File: config.mk
export PLATFORM = sky130hd
export DESIGN_NAME = sbox_pipe
export DESIGN_NICKNAME = d
export VERILOG_FILES = /design/src/rtl/sbox_pkg.sv /design/src/rtl/sbox_lin_map.sv /design/src/rtl/sbox_affine.sv /design/src/rtl/sbox_comp_inv.sv /design/src/rtl/sbox_pipe.sv
export SDC_FILE = /design/constraint.sdc
export NUM_CORES = 1
export LEC_CHECK = 0
export CORE_UTILIZATION = 60
export CTS_CLUSTER_DIAMETER = 100
export DETAILED_ROUTE_END_ITERATION = 10
export GPL_TIMING_DRIVEN = 0
export PLACE_DENSITY = 0.79
export SKIP_CTS_REPAIR_TIMING = 1
export SYNTH_ARGS = -nofsm -noshare
export SYNTH_HDL_FRONTEND = slang
export SYNTH_SLANG_ARGS = --single-unit
File: constraint.sdc
create_clock -name clk_i -period 4.17 [get_ports clk_i]
set_clock_uncertainty 0.15 [all_clocks]
set_input_delay 0.834 -clock clk_i [delete_from_list [all_inputs] [get_ports clk_i]]
set_output_delay 0.834 -clock clk_i [all_outputs]
set_load 0.01 [all_outputs]
File: src/rtl/sbox_pkg.sv
package sbox_pkg;

  localparam int unsigned BYTE_W = 8;
  localparam int unsigned NIB_W  = 4;
  localparam logic [1:0]  PHI    = 2'b10;
  localparam logic [3:0]  LAMBDA = 4'b1100;
  localparam logic [7:0]  AFF_C  = 8'h63;

  typedef logic [BYTE_W-1:0] byte_t;
  typedef logic [NIB_W-1:0]  nib_t;
  typedef logic [BYTE_W-1:0][BYTE_W-1:0] mat_t;  // [col] = image of basis bit

  // GF(2^2), z^2 = z + 1
  function automatic logic [1:0] gf4_mul(input logic [1:0] a, input logic [1:0] b);
    logic hh;
    hh = a[1] & b[1];
    return {hh ^ (a[1] & b[0]) ^ (a[0] & b[1]), hh ^ (a[0] & b[0])};
  endfunction

  // GF(2^4) over GF(2^2), y^2 = y + PHI
  function automatic nib_t gf16_mul(input nib_t a, input nib_t b);
    logic [1:0] hh, hl, lh, ll;
    hh = gf4_mul(a[3:2], b[3:2]);
    hl = gf4_mul(a[3:2], b[1:0]);
    lh = gf4_mul(a[1:0], b[3:2]);
    ll = gf4_mul(a[1:0], b[1:0]);
    return {hh ^ hl ^ lh, gf4_mul(hh, PHI) ^ ll};
  endfunction

  function automatic nib_t gf16_sq(input nib_t a);
    return gf16_mul(a, a);
  endfunction

  function automatic nib_t gf16_mul_lambda(input nib_t a);
    return gf16_mul(a, LAMBDA);
  endfunction

  // a^14 = a^-1 for a != 0, and 0 -> 0
  function automatic nib_t gf16_inv(input nib_t a);
    nib_t a2, a3, a6, a12;
    a2  = gf16_sq(a);
    a3  = gf16_mul(a2, a);
    a6  = gf16_sq(a3);
    a12 = gf16_sq(a6);
    return gf16_mul(a12, a2);
  endfunction

  // GF((2^4)^2), x^2 = x + LAMBDA
  function automatic byte_t gf256c_mul(input byte_t a, input byte_t b);
    nib_t hh, hl, lh, ll;
    hh = gf16_mul(a[7:4], b[7:4]);
    hl = gf16_mul(a[7:4], b[3:0]);
    lh = gf16_mul(a[3:0], b[7:4]);
    ll = gf16_mul(a[3:0], b[3:0]);
    return {hh ^ hl ^ lh, gf16_mul_lambda(hh) ^ ll};
  endfunction

  function automatic byte_t mat_apply(input mat_t m, input byte_t a);
    byte_t r;
    r = '0;
    for (int i = 0; i < BYTE_W; i++) if (a[i]) r ^= m[i];
    return r;
  endfunction

  // Smallest tower-field root of the AES reduction polynomial
  function automatic byte_t iso_root();
    byte_t c, p2, p3, p4, p8, r;
    r = '0;
    for (int k = 255; k >= 2; k--) begin
      c  = byte_t'(k);
      p2 = gf256c_mul(c, c);
      p3 = gf256c_mul(p2, c);
      p4 = gf256c_mul(p2, p2);
      p8 = gf256c_mul(p4, p4);
      if ((p8 ^ p4 ^ p3 ^ c ^ 8'h01) == 8'h00) r = c;
    end
    return r;
  endfunction

  // Standard basis -> tower basis: column i is root^i
  function automatic mat_t iso_fwd_cols(input byte_t root);
    mat_t m;
    m[0] = 8'h01;
    for (int i = 1; i < BYTE_W; i++) m[i] = gf256c_mul(m[i-1], root);
    return m;
  endfunction

  // Tower basis -> standard basis by search over the forward map
  function automatic mat_t iso_inv_cols(input mat_t fwd);
    mat_t m;
    m = '0;
    for (int j = 0; j < BYTE_W; j++)
      for (int a = 0; a < 256; a++)
        if (mat_apply(fwd, byte_t'(a)) == byte_t'(1 << j)) m[j] = byte_t'(a);
    return m;
  endfunction

endpackage

File: src/rtl/sbox_lin_map.sv
module sbox_lin_map
  import sbox_pkg::*;
#(
  parameter mat_t COLS = '0
) (
  input  logic [BYTE_W-1:0] a_i,
  output logic [BYTE_W-1:0] y_o
);
  logic [BYTE_W-1:0][BYTE_W-1:0] term;

  for (genvar i = 0; i < BYTE_W; i++) begin : g_col
    assign term[i] = a_i[i] ? COLS[i] : '0;
  end

  always_comb begin
    y_o = '0;
    for (int i = 0; i < BYTE_W; i++) y_o ^= term[i];
  end
endmodule

File: src/rtl/sbox_affine.sv
module sbox_affine
  import sbox_pkg::*;
(
  input  logic [BYTE_W-1:0] b_i,
  output logic [BYTE_W-1:0] y_o
);
  for (genvar i = 0; i < BYTE_W; i++) begin : g_bit
    assign y_o[i] = b_i[i] ^ b_i[(i+4)%BYTE_W] ^ b_i[(i+5)%BYTE_W]
                  ^ b_i[(i+6)%BYTE_W] ^ b_i[(i+7)%BYTE_W] ^ AFF_C[i];
  end
endmodule

File: src/rtl/sbox_comp_inv.sv
module sbox_comp_inv
  import sbox_pkg::*;
(
  input  logic              clk_i,
  input  logic              rst_ni,
  input  logic              valid_i,
  input  logic [BYTE_W-1:0] q_i,
  output logic              valid_o,
  output logic [BYTE_W-1:0] q_inv_o
);
  nib_t q_hi, q_lo, den;

  logic s1_v, s2_v;
  nib_t s1_hi, s1_sum, s1_den;
  nib_t s2_hi, s2_sum, s2_dinv;

  assign q_hi = q_i[BYTE_W-1:NIB_W];
  assign q_lo = q_i[NIB_W-1:0];
  // norm: hi^2*lambda + hi*lo + lo^2
  assign den  = gf16_mul_lambda(gf16_sq(q_hi)) ^ gf16_mul(q_hi, q_lo) ^ gf16_sq(q_lo);

  always_ff @(posedge clk_i or negedge rst_ni) begin
    if (!rst_ni) begin
      s1_v   <= 1'b0;
      s1_hi  <= '0;
      s1_sum <= '0;
      s1_den <= '0;
    end else begin
      s1_v   <= valid_i;
      s1_hi  <= q_hi;
      s1_sum <= q_hi ^ q_lo;
      s1_den <= den;
    end
  end

  always_ff @(posedge clk_i or negedge rst_ni) begin
    if (!rst_ni) begin
      s2_v    <= 1'b0;
      s2_hi   <= '0;
      s2_sum  <= '0;
      s2_dinv <= '0;
    end else begin
      s2_v    <= s1_v;
      s2_hi   <= s1_hi;
      s2_sum  <= s1_sum;
      s2_dinv <= gf16_inv(s1_den);
    end
  end

  assign valid_o = s2_v;
  assign q_inv_o = {gf16_mul(s2_hi, s2_dinv), gf16_mul(s2_sum, s2_dinv)};


  den_inv_chk: assert property (@(posedge clk_i) disable iff (!rst_ni)
    (s1_v && (s1_den != '0)) |=> (gf16_mul($past(s1_den), s2_dinv) == 4'h1));


  den_zero_chk: assert property (@(posedge clk_i) disable iff (!rst_ni)
    (s1_v && (s1_den == '0)) |=> (s2_dinv == '0));
endmodule

File: src/rtl/sbox_pipe.sv
module sbox_pipe
  import sbox_pkg::*;
(
  input  logic              clk_i,
  input  logic              rst_ni,
  input  logic              valid_i,
  input  logic [BYTE_W-1:0] data_i,
  output logic              valid_o,
  output logic [BYTE_W-1:0] data_o
);
  localparam byte_t ISO_ROOT = iso_root();
  localparam mat_t  ISO_FWD  = iso_fwd_cols(ISO_ROOT);
  localparam mat_t  ISO_INV  = iso_inv_cols(ISO_FWD);

  logic  inv_v;
  byte_t tower_q, tower_inv, std_inv, aff;

  sbox_lin_map #(.COLS(ISO_FWD)) u_map_in (
    .a_i (data_i),
    .y_o (tower_q)
  );

  sbox_comp_inv u_inv (
    .clk_i   (clk_i),
    .rst_ni  (rst_ni),
    .valid_i (valid_i),
    .q_i     (tower_q),
    .valid_o (inv_v),
    .q_inv_o (tower_inv)
  );

  sbox_lin_map #(.COLS(ISO_INV)) u_map_out (
    .a_i (tower_inv),
    .y_o (std_inv)
  );

  sbox_affine u_aff (
    .b_i (std_inv),
    .y_o (aff)
  );

  always_ff @(posedge clk_i or negedge rst_ni) begin
    if (!rst_ni) begin
      valid_o <= 1'b0;
      data_o  <= '0;
    end else begin
      valid_o <= inv_v;
      data_o  <= aff;
    end
  end


  lat_valid_chk: assert property (@(posedge clk_i) disable iff (!rst_ni)
    valid_i |-> ##3 valid_o);


  lat_idle_chk: assert property (@(posedge clk_i) disable iff (!rst_ni)
    !valid_i |-> ##3 !valid_o);


  zero_map_chk: assert property (@(posedge clk_i) disable iff (!rst_ni)
    (valid_i && data_i == 8'h00) |-> ##3 (data_o == 8'h63));


  vec_map_chk: assert property (@(posedge clk_i) disable iff (!rst_ni)
    (valid_i && data_i == 8'h53) |-> ##3 (data_o == 8'hED));
endmodule

After elaboration in Yosys (flattened, before gate mapping)

Cells that the tools add are included.

Flip-flop bits (word level): 35
Input port bits: 11
Output and inout bits: 9
Logic and storage cells: 344

Mux-type cells: 16
Bitwise gates (word level): 318

Operators with widths:

| operator    | number |
|---|---|
| $xor 1x1->1 | 156 |
| $xor 8x8->8 | 14 |
| $and 1x1->1 | 110 |
| $mux 8      | 8 |
| $xor 2x2->2 | 31 |
| $mux 7      | 6 |
| $xor 4x4->4 | 3 |
| $not 1->1   | 4 |
| $mux 1      | 2 |

Longest topological paths before layout

Gate-level depths: netlist of the first run.

Depth after elaboration: 25
Depth in mapped cells: 13
Gate-level depth less buffers: 12

Hierarchy

A second synthesis of the first run with hierarchy kept.

Cell total of the unflattened synthesis: 305
Area, all modules: 3253.1 um^2

By module, submodules not included:

| module                    | times used | cells an instance | area each (um^2) | seq. area each (um^2) |
|---|---|---|---|---|
| sbox_comp_inv             | 1          | 255               | 2461.1           | 650.6 |
| sbox_affine               | 1          | 18                | 240.2            | 0.0 |
| sbox_pipe                 | 1          | 9                 | 225.2            | 225.2 |
| sbox_lin_map at u_map_out | 1          | 13                | 203.9            | 0.0 |
| sbox_lin_map at u_map_in  | 1          | 10                | 122.6            | 0.0 |

Least setup slack after synthesis of the first run

OpenSTA, ideal clock, no wires.

Kind: reg-to-reg
Start: register u_inv.s1_den[2]
End: register u_inv.s2_dinv[3]
Library setup time: 129 ps
Data arrival time: 3158 ps
Required time: 3891 ps
Setup slack: 734 ps
Cell stages (with the launch flop): 13
Path buffers: 0
Period minus slack after synthesis: 3436 ps
Cell sequence: dfrtp_1 inv_1 ha_1 xor2_1 xnor2_1 ha_1 xnor2_2 nand2_1 xor3_1 xor2_1 nor4b_1 a211oi_2 xor2_1

Word-level cells in the longest chain between the ends: 25
Elaborated cells between the ends (all ways): 105
Those cells by class: bitwise: 105

Ends and longest elaborated chain:

| element                                           | line                           | source |
|---|---|---|
| start: declaration                                | sbox_comp_inv.sv:14            | `nib_t s1_hi, s1_sum, s1_den;` |
| start signal: assignment                          | sbox_comp_inv.sv:32            | `s1_den <= den;` |
| $and 1x1->1                                       | sbox_pkg.sv:17                 | `return {hh ^ (a[1] & b[0]) ^ (a[0] & b[1]), hh ^ (a[0] & b[0])};` |
| $xor 1x1->1 (2 in a row)                          | sbox_pkg.sv:17                 |  |
| $xor 2x2->2 (2 in a row)                          | sbox_pkg.sv:27                 | `return {hh ^ hl ^ lh, gf4_mul(hh, PHI) ^ ll};` |
| $and 1x1->1, on equally long branches             | sbox_pkg.sv:16, sbox_pkg.sv:17 |  |
| $xor 1x1->1 (2 in a row)                          | sbox_pkg.sv:17                 |  |
| $xor 2x2->2 / $xor 1x1->1 (equally long branches) | sbox_pkg.sv:27, sbox_pkg.sv:17 |  |
| $xor 2x2->2                                       | sbox_pkg.sv:27                 |  |
| $and 1x1->1, on equally long branches             | sbox_pkg.sv:17, sbox_pkg.sv:16 |  |
| [... 3 more ...]                                  | -                              |  |
| $xor 2x2->2                                       | sbox_pkg.sv:27                 |  |
| $and 1x1->1, on equally long branches             | sbox_pkg.sv:17, sbox_pkg.sv:16 |  |
| $xor 1x1->1 (2 in a row)                          | sbox_pkg.sv:17                 |  |
| $xor 2x2->2 (2 in a row)                          | sbox_pkg.sv:27                 |  |
| $and 1x1->1, on equally long branches             | sbox_pkg.sv:16, sbox_pkg.sv:17 |  |
| $xor 1x1->1 (2 in a row)                          | sbox_pkg.sv:17                 |  |
| $xor 2x2->2                                       | sbox_pkg.sv:27                 |  |
| $xor 2x2->2 *                                     | sbox_pkg.sv:27                 |  |
| end signal: assignment                            | sbox_comp_inv.sv:46            | `s2_dinv <= gf16_inv(s1_den);` |
| end: declaration                                  | sbox_comp_inv.sv:15            | `nib_t s2_hi, s2_sum, s2_dinv;` |

Mark *: on every way between the ends. The rest lies on a longest branch, timed or not.

Worst setup path after layout of the first run

Same ends and word-level chain as after synthesis.

==> results of run 1 <==
-- stage by stage --
stage | cells | setup slack [ns]
after detailed placement | 400 | 0.134
after floorplan | 318 | 0.734
final | 408 | 0.333
after CTS | 408 | 0.117
after global routing | 408 | 0.0713
after global placement | 400 | 0.243
-- placed cells by master, fill, tap and decap left out, types with 3 or more instances in the layout --
master / instances
a21oi_1: 7
mux2_2: 9
xor2_2: 4
a211oi_1: 5
nand3_1: 5
inv_1: 9
clkbuf_8: 8
xor2_1: 20
nor4_1: 3
nor3b_1: 4
o21ai_0: 8
buf_2: 8
dfrtp_1: 35
xnor2_1: 57
nor2b_1: 4
nand2_1: 27
a22oi_1: 6
nor3_1: 4
ha_1: 9
clkbuf_1: 7
mux2i_1: 4
a32oi_1: 3
xnor2_2: 5
clkdlybuf4s50_1: 14
nor2_1: 15
nand2b_1: 10
-- how the worst max path moves through the flow --
stage                         startpoint                          to  slack [ns]  depth (start not counted)
3_5_place_dp   u_inv.s1_den[2]$_DFF_PN0_  u_inv.s2_dinv[3]$_DFF_PN0_        0.13                         12
6_report       u_inv.s1_den[2]$_DFF_PN0_  u_inv.s2_dinv[3]$_DFF_PN0_        0.33                         12
3_3_place_gp   u_inv.s1_den[2]$_DFF_PN0_  u_inv.s2_dinv[3]$_DFF_PN0_        0.24                         12
2_1_floorplan  u_inv.s1_den[2]$_DFF_PN0_  u_inv.s2_dinv[3]$_DFF_PN0_        0.73                         12
4_1_cts        u_inv.s1_den[2]$_DFF_PN0_  u_inv.s2_dinv[3]$_DFF_PN0_        0.12                         12
5_1_grt        u_inv.s1_den[2]$_DFF_PN0_  u_inv.s2_dinv[3]$_DFF_PN0_        0.07                         12
-- per-layer routing --
layer	up-vias	track usage, %	routed length (um)
met4	0	7.05	31
met1	1078	29.5	2600
li1	1144	-	-
met2	50	39.8	2820
met3	5	3.84	212
met5	-	0	0
-- flip-flops by register name, indices dropped and copies added, names as in the netlist --
name           count
u_inv.s1_sum       4
u_inv.s2_sum       4
u_inv.s1_v         1
u_inv.s1_den       4
u_inv.s2_dinv      4
u_inv.s1_hi        4
u_inv.s2_hi        4
u_inv.valid_o      1
data_o             8
valid_o            1
-- worst reg2reg max path, delay by kind of cell (launching register included) --
| kind | cells | cell delay, ns |
|---|---|---|
| XOR/XNOR | 6 | 1.63 |
| AO/OA/AOI/OAI | 1 | 0.08 |
| adder cells (fa/ha/maj) | 2 | 0.68 |
| AND/OR/NAND/NOR | 2 | 0.42 |
| flip-flops | 1 | 0.55 |
| buffers and inverters | 1 | 0.22 |
-- kinds of logic (layout without fill, tap and decap cells) --
logic type / count (synthesis) / count (layout) / synth area share, %
AO/OA/AOI/OAI: 59 / 59 / 15.4
XOR/XNOR: 89 / 89 / 28.6
adder cells (fa/ha/maj): 9 / 9 / 3.66
buffers and inverters: 28 / 51 / 4.88
flip-flops: 35 / 35 / 28.5
multiplexers: 13 / 13 / 4.59
AND/OR/NAND/NOR: 85 / 85 / 14.4
-- area by class of cell --
cell class / count / area, sq um / area share [%]
plain buffers: 19 / 116 / 3.40
clock buffers: 6 / 82.6 / 2.41
clock inverters: 2 / 16.3 / 0.475
inverters: 9 / 33.8 / 0.986
multi-input cells: 255 / 2070 / 60.5
flip-flops and latches: 35 / 876 / 25.6
well taps: 67 / 83.8 / 2.45
repair buffers: 15 / 145 / 4.24
==> flow_summary.ini, run 1 <==
[run_status]
status = finished, final reports clean

[sta]
whs_ns = 0.199
clock.fmax_mhz = 261
hold_viol_final = 0
period_share_pct = 92.0
slew_viol_final = 0
finalCriticalPeriod_ns = 3.84
slew_headroom_pct = 52.1
rsz0062_at_grt = false
worst_pin_slew_ns = 0.719
setup_tns_ns = 0
finalSetupViolations = 0

[critical_path]
critical_path.reg2reg.startpoint = u_inv.s1_den[2]$_DFF_PN0_
critical_path.cell_chain = inv_1, ha_1, xor2_2, xnor2_1, ha_1, xnor2_2, nand2_1, xor3_1, xor2_2, nor4b_2, a211oi_2, xor2_1
rr_worst_depth = 12
path_class = flip-flop to flip-flop
start_kind = flip-flop
cp_top_family = XOR/XNOR gates
critPathMaxFanout = 8
r2r-end = u_inv.s2_dinv[3]$_DFF_PN0_
max_stage_delay_ns = 0.55
worstPathRequired_ns = 4.18
end_kind = flip-flop
cp.arrival_ns = 3.85
rrSetupSlack_ns = 0.33
critPathBufInv = 1
critical-path-slowest-cell = dfrtp_1

[yosys]
synth_edf_count = 0
syn-num-nets = 338
yosysTopAreaCell = dfrtp_1
yosysWarningCount = 0
ys.flop_type = dfrtp_1
ys_types = 64
ys_top_cells_by_area = dfrtp_1 28%, xnor2_1 16%, xor2_1 6.3%
synth_commonest_cells = 57 x xnor2_1, 35 x dfrtp_1, 27 x nand2_1
yosysMostFrequentCell = xnor2_1
synth_cells = 318
ys_seq_elements = 35
ys_seq_area_share_pct = 28.5
syn_avg_cell_area_sq_um = 9.68
async_reset_ff_share_pct = 100
syn_area_sq_mm = 0.00308
synth_top_area_share_pct = 28.5

[clocking]
htree_levels = 2
cts_num_sinks = 35
clockBufferDepth = 2
numCtsBuffers = 5
clkLatencyLatePin_ns = 0.28
cts_root_buf = clkbuf_8
cts_tree = done
clk_pin_slew_worst_paths_ns = 0.07

[floorplanning]
die_y_um = 73.6
core_area_sq_mm = 0.00482
dieWidth_um = 73.6
dieArea_sq_mm = 0.00542
num_rows = 25
start_util_pct = 63.9
ios = 20

[worst_hold_path]
hold_path.class = flip-flop to flip-flop
worstHoldEndpoint = u_inv.s2_sum[3]$_DFF_PN0_
hold_start = u_inv.s1_sum[3]$_DFF_PN0_
whs_path_depth = 0

[cells_and_area]
final_area_sq_mm = 0.00343
fillers = 390
syn_to_final_growth_pct = 11.3
nets = 360
utilization_pct = 71.1
drive_gt1_share_pct = 15.5
antennaDiodeCount = 0

[run]
cap_viol_max_count = 0

[detailed_routing]
vias_per_cell = 5.58
drtAntennaViolNets = 0
routed_wl_um = 5670
num_vias = 2277
drc_errors = 0
wl_per_cell_um = 13.9
initialDrtViolationCount = 158
dr.pass1.iters = 4

[global_routing]
grt_overflow = 0
grt_usage_pct = 23.1
grt_pass1_wl_um = 9590
grt_pass1_vias = 2146
grt_max_degree = 36
grt_antenna_before_repair = 0

[placed_design]
gp_congestion = 0.851
hpwl_um = 4360
placed_area_sq_mm = 0.00331
io_buffers = 15
Power of run 1 is left out: the tool's default activity adds up to more than one toggle a clock period on the data nets, which glitch-free logic cannot reach.
==> run 2, diff against run 1 <==
MAX_ROUTING_LAYER = met4   (was not set)
RECOVER_POWER = 100   (was not set)
==> run 2 against run 1 <==
Effect of this change: the flow now finishes with violations (max-capacitance violations, max-slew violations); flip-flop and latch count did not move; fmax fell by 0.40%; die area did not move; clock-buffer cell count did not move; via count did not move; register-to-register slack got worse by 0.02 ns; cell count did not move; non-clock buffer count did not move; worst setup slack got worse by 0.015 ns; critical path depth did not move; global-route usage rose by 0.72 points; first-iteration DRC count fell by 4.4%.
==> flow_summary.ini, run 2 (same netlist as run 1, synthesis figures left out) <==
[cells_and_area]
final_area_sq_mm = 0.00341
ff_latch_area_sq_um = 876
final_cell_mix = 57 x xnor2_1, 35 x dfrtp_1, 27 x nand2_1
fillers = 393
top_register = data_o
final_common_cell = xnor2_1
multi_input_comb_area_sq_mm = 0.00206
drive_gt1_share_pct = 14.4
largest_reg_flops = 8
syn_to_final_growth_pct = 10.9
antennaDiodeCount = 0
nets = 360

[floorplanning]
dieArea_sq_mm = 0.00542
core_area_sq_mm = 0.00482
die_y_um = 73.6
ios = 20
dieWidth_um = 73.6
start_util_pct = 63.9
num_rows = 25

[global_routing]
grt_pass1_wl_um = 9610
grt_usage_pct = 23.8
grt_pass1_vias = 2143
grt_overflow = 0
grt_max_degree = 36
grt_antenna_before_repair = 0

[sta]
setup_tns_ns = 0
hold_viol_final = 0
rsz0062_at_grt = false
slew_viol_final = 36
finalSetupViolations = 0
finalCriticalPeriod_ns = 3.85
worst_pin_slew_ns = 1.72
slew_headroom_pct = -14.7
period_share_pct = 92.4
clock.fmax_mhz = 260

[clocking]
cts_num_sinks = 35
htree_levels = 2
clkLatencyLatePin_ns = 0.28
numCtsBuffers = 5
clk_pin_slew_worst_paths_ns = 0.07
clockBufferDepth = 2
cts_tree = done
cts_root_buf = clkbuf_8

[critical_path]
critPathMaxFanout = 8
end_kind = flip-flop
worstPathRequired_ns = 4.23
start_kind = flip-flop
cp.arrival_ns = 3.91
path_class = flip-flop to flip-flop

[detailed_routing]
routed_wl_um = 5670
vias_per_cell = 5.58
num_vias = 2277
dr.pass1.iters = 4
wl_per_cell_um = 13.9
drtAntennaViolNets = 0
drc_errors = 0
initialDrtViolationCount = 151

[placed_design]
io_buffers = 15
gp_congestion = 0.865
placed_area_sq_mm = 0.00331
hpwl_um = 4360

[worst_hold_path]
hold_path.class = flip-flop to flip-flop

[run]
cap_viol_max_count = 1

[run_status]
violations = max-capacitance violations, max-slew violations
status = complete, but fails checks
[run 2: cell types whose count changed in the layout (fill, tap and decap cells not counted)]
cell             change
xor2_2               -1
dlygate4sd3_1       +13
o211ai_1             +1
buf_2                -2
clkdlybuf4s50_1     -13
xor2_1               +1
clkbuf_1             +2
o211ai_2             -1
[run 2: worst max-delay path, stage by stage, from the launching register on]
cell and delay (ns):
dfrtp_1 0.53, inv_1 0.22, ha_1 0.32, xor2_2 0.30, xnor2_1 0.11, ha_1 0.37, xnor2_2 0.21, a211oi_2 0.40
nor4_1 0.10, a2111o_1 0.41, o211ai_1 0.32, xnor2_1 0.18, xor2_1 0.16
[run 2: layer usage]
metal,GRT usage (%),routed length [um],vias up
li1,-,-,1146
met1,29.5,2580,1070
met2,40.0,2820,57
met3,3.84,242,4
met4,7.05,32,0
met5,-,0,-
[run 2: final timing paths]
check	from	end	slack, ns	cells past startpoint
max	u_inv.s1_den[2]$_DFF_PN0_	u_inv.s2_dinv[3]$_DFF_PN0_	0.32	12
min	u_inv.s1_sum[3]$_DFF_PN0_	u_inv.s2_sum[3]$_DFF_PN0_	0.20	0
max reg2reg	u_inv.s1_den[2]$_DFF_PN0_	u_inv.s2_dinv[3]$_DFF_PN0_	0.32	12
min reg2reg	u_inv.s1_sum[3]$_DFF_PN0_	u_inv.s2_sum[3]$_DFF_PN0_	0.20	0
max in group asynchronous	rst_ni	valid_o$_DFF_PN0_	2.03	1
min in group asynchronous	rst_ni	u_inv.s2_dinv[3]$_DFF_PN0_	0.84	1
[run 2: layout make-up]
type,instances,area share (%)
Buffer,19,3.37
Clock buffer,6,2.42
Clock inverter,2,0.477
Inverter,9,0.990
Multi-Input combinational cell,255,60.4
Sequential cell,35,25.7
Tap cell,67,2.46
Timing Repair Buffer,15,4.22
[run 2: metrics by stage]
step | instances | setup slack, ns | util, % | hold WS (ns)
floorplan | 318 | 0.734 | - | 0.181
global route | 408 | 0.0720 | 70.8 | 0.207
global placement | 400 | 0.243 | 68.8 | 0.182
detailed placement | 400 | 0.134 | 68.6 | 0.185
CTS | 408 | 0.117 | 70.7 | 0.200
finish | 408 | 0.317 | 70.8 | 0.199
Power of run 2 is left out for the same reason.
==> run 3, diff against run 2 <==
CELL_PAD_IN_SITES_DETAIL_PLACEMENT = 0   (was not set)
CELL_PAD_IN_SITES_GLOBAL_PLACEMENT = 1   (was not set)
CORE_UTILIZATION = 47   (was 60)
SETUP_SLACK_MARGIN = 0.15   (was not set)
clock period = 4.3 ns   (was 4.17 ns; I/O delays follow)
==> run 3 against run 2 <==
Effect of this change: the run still ends with max-capacitance violations, max-slew violations left; sequential share of layout area fell by 0.16 points; final area rose by 0.62%; die area rose by 27%; non-clock buffer count did not move; wire length rose by 0.48%; critical path depth fell by 1; via count fell by 1.6%; register-to-register slack improved by 0.06 ns; flip-flop and latch count did not move; clock-buffer cell count fell by 1; core utilization fell by 17 points.
==> flow_summary.ini, run 3 (same netlist as run 1, synthesis figures left out) <==
[run_status]
status = complete, but fails checks
violations = max-capacitance violations, max-slew violations

[placed_design]
gp_congestion = 0.840
io_buffers = 15
hpwl_um = 4330

[sta]
rsz0062_at_grt = false
slew_headroom_pct = -17.4
worst_pin_slew_ns = 1.76
period_share_pct = 91.3
setup_tns_ns = 0
finalSetupViolations = 0
hold_viol_final = 0
finalCriticalPeriod_ns = 3.92
clock.fmax_mhz = 255
slew_viol_final = 36

[critical_path]
critical_path.cell_chain = inv_1, ha_1, xor2_2, xnor2_1, ha_1, xnor2_1, xor2_1, xor2_1, and4_1, a211oi_1, xnor2_1
critical-path-slowest-cell = xor2_1
critPathMaxFanout = 8
cp_top_family = XOR/XNOR gates
max_stage_delay_ns = 0.58
critPathBufInv = 1
start_kind = flip-flop
worstPathRequired_ns = 4.37
cp.arrival_ns = 4.00
cp_num_cells = 11
rr_worst_depth = 11
path_class = flip-flop to flip-flop
cpMostUsedCell = xnor2_1
end_kind = flip-flop

[cells_and_area]
antennaDiodeCount = 0
ff_latch_area_sq_um = 876
final_common_cell = xnor2_1
final_cell_mix = 58 x xnor2_1, 35 x dfrtp_1, 27 x nand2_1
nets = 360
syn_to_final_growth_pct = 11.5
top_register = data_o
multi_input_comb_area_sq_mm = 0.00205
utilization_pct = 54.1
fillers = 583
largest_reg_flops = 8
drive_gt1_share_pct = 14.1

[global_routing]
grt_antenna_before_repair = 0
grt_usage_pct = 18.3
grt_pass1_vias = 2127
grt_max_degree = 36
grt_overflow = 0
grt_pass1_wl_um = 9950

[floorplanning]
dieWidth_um = 82.9
die_y_um = 82.9
dieArea_sq_mm = 0.00688
num_rows = 29
ios = 20
core_area_sq_mm = 0.00635
start_util_pct = 48.5

[clocking]
htree_levels = 2
cts_num_sinks = 35
clkLatencyLatePin_ns = 0.30
clk_pin_slew_worst_paths_ns = 0.08
numCtsBuffers = 5
cts_root_buf = clkbuf_8
clockBufferDepth = 2
cts_tree = done

[detailed_routing]
wl_per_cell_um = 13.6
routed_wl_um = 5700
initialDrtViolationCount = 102
drtAntennaViolNets = 0
vias_per_cell = 5.36
drc_errors = 0
dr.pass1.iters = 4
num_vias = 2241

[run]
cap_viol_max_count = 1

[worst_hold_path]
hold_path.class = flip-flop to flip-flop
whs_path_depth = 0
==> run 3: changes by cell type in the layout (fill, tap and decap cells not counted) <==
cell / change
bufinv_16: +1
clkbuf_8: -1
clkinvlp_4: -1
inv_6: +1
nor4b_1: +1
nor4b_2: -1
o211ai_1: -1
o211ai_2: +1
xnor2_1: +1
xnor2_2: -1
==> run 3: cell type report <==
class                      count  area share (%)
sequential                    35            25.5
multi-input combinational    255            59.8
tap                           77            2.81
inverter                       9           0.984
timing repair buffer          15            4.19
clock inverter                 3            1.38
clock buffer                   5            2.00
buffer                        19            3.35
==> run 3: metrics by stage <==
stage | cells | instance area [sq um] | worst slack, ns | hold slack, ns
global route | 418 | 3430 | 0.147 | 0.206
global placement | 410 | 3320 | 0.290 | 0.182
detailed placement | 410 | 3320 | 0.227 | 0.185
floorplan | 318 | 3080 | 0.864 | 0.181
finish | 418 | 3430 | 0.375 | 0.189
CTS | 418 | 3440 | 0.224 | 0.193
==> run 3: routing by layer <==
metal,track usage (%),wire (um),vias up,share of wire [%]
met5,-,0,-,0
met4,4.70,61,0,1.1
met3,3.28,183,8,3.2
met2,29.4,2710,40,48
met1,23.8,2750,1043,48
li1,-,-,1150,-
==> run 3: final timing paths <==
| path | startpoint | endpoint | slack (ns) |
|---|---|---|---|
| max in group asynchronous | rst_ni | u_inv.s2_hi[2]$_DFF_PN0_ | 2.10 |
| max reg2reg | u_inv.s1_den[2]$_DFF_PN0_ | u_inv.s2_dinv[1]$_DFF_PN0_ | 0.38 |
| min reg2reg | u_inv.s1_hi[1]$_DFF_PN0_ | u_inv.s2_hi[1]$_DFF_PN0_ | 0.19 |
| min in group asynchronous | rst_ni | data_o[5]$_DFF_PN0_ | 0.87 |
| max | u_inv.s1_den[2]$_DFF_PN0_ | u_inv.s2_dinv[1]$_DFF_PN0_ | 0.38 |
| min | u_inv.s1_hi[1]$_DFF_PN0_ | u_inv.s2_hi[1]$_DFF_PN0_ | 0.19 |
Power of run 3 is left out for the same reason.
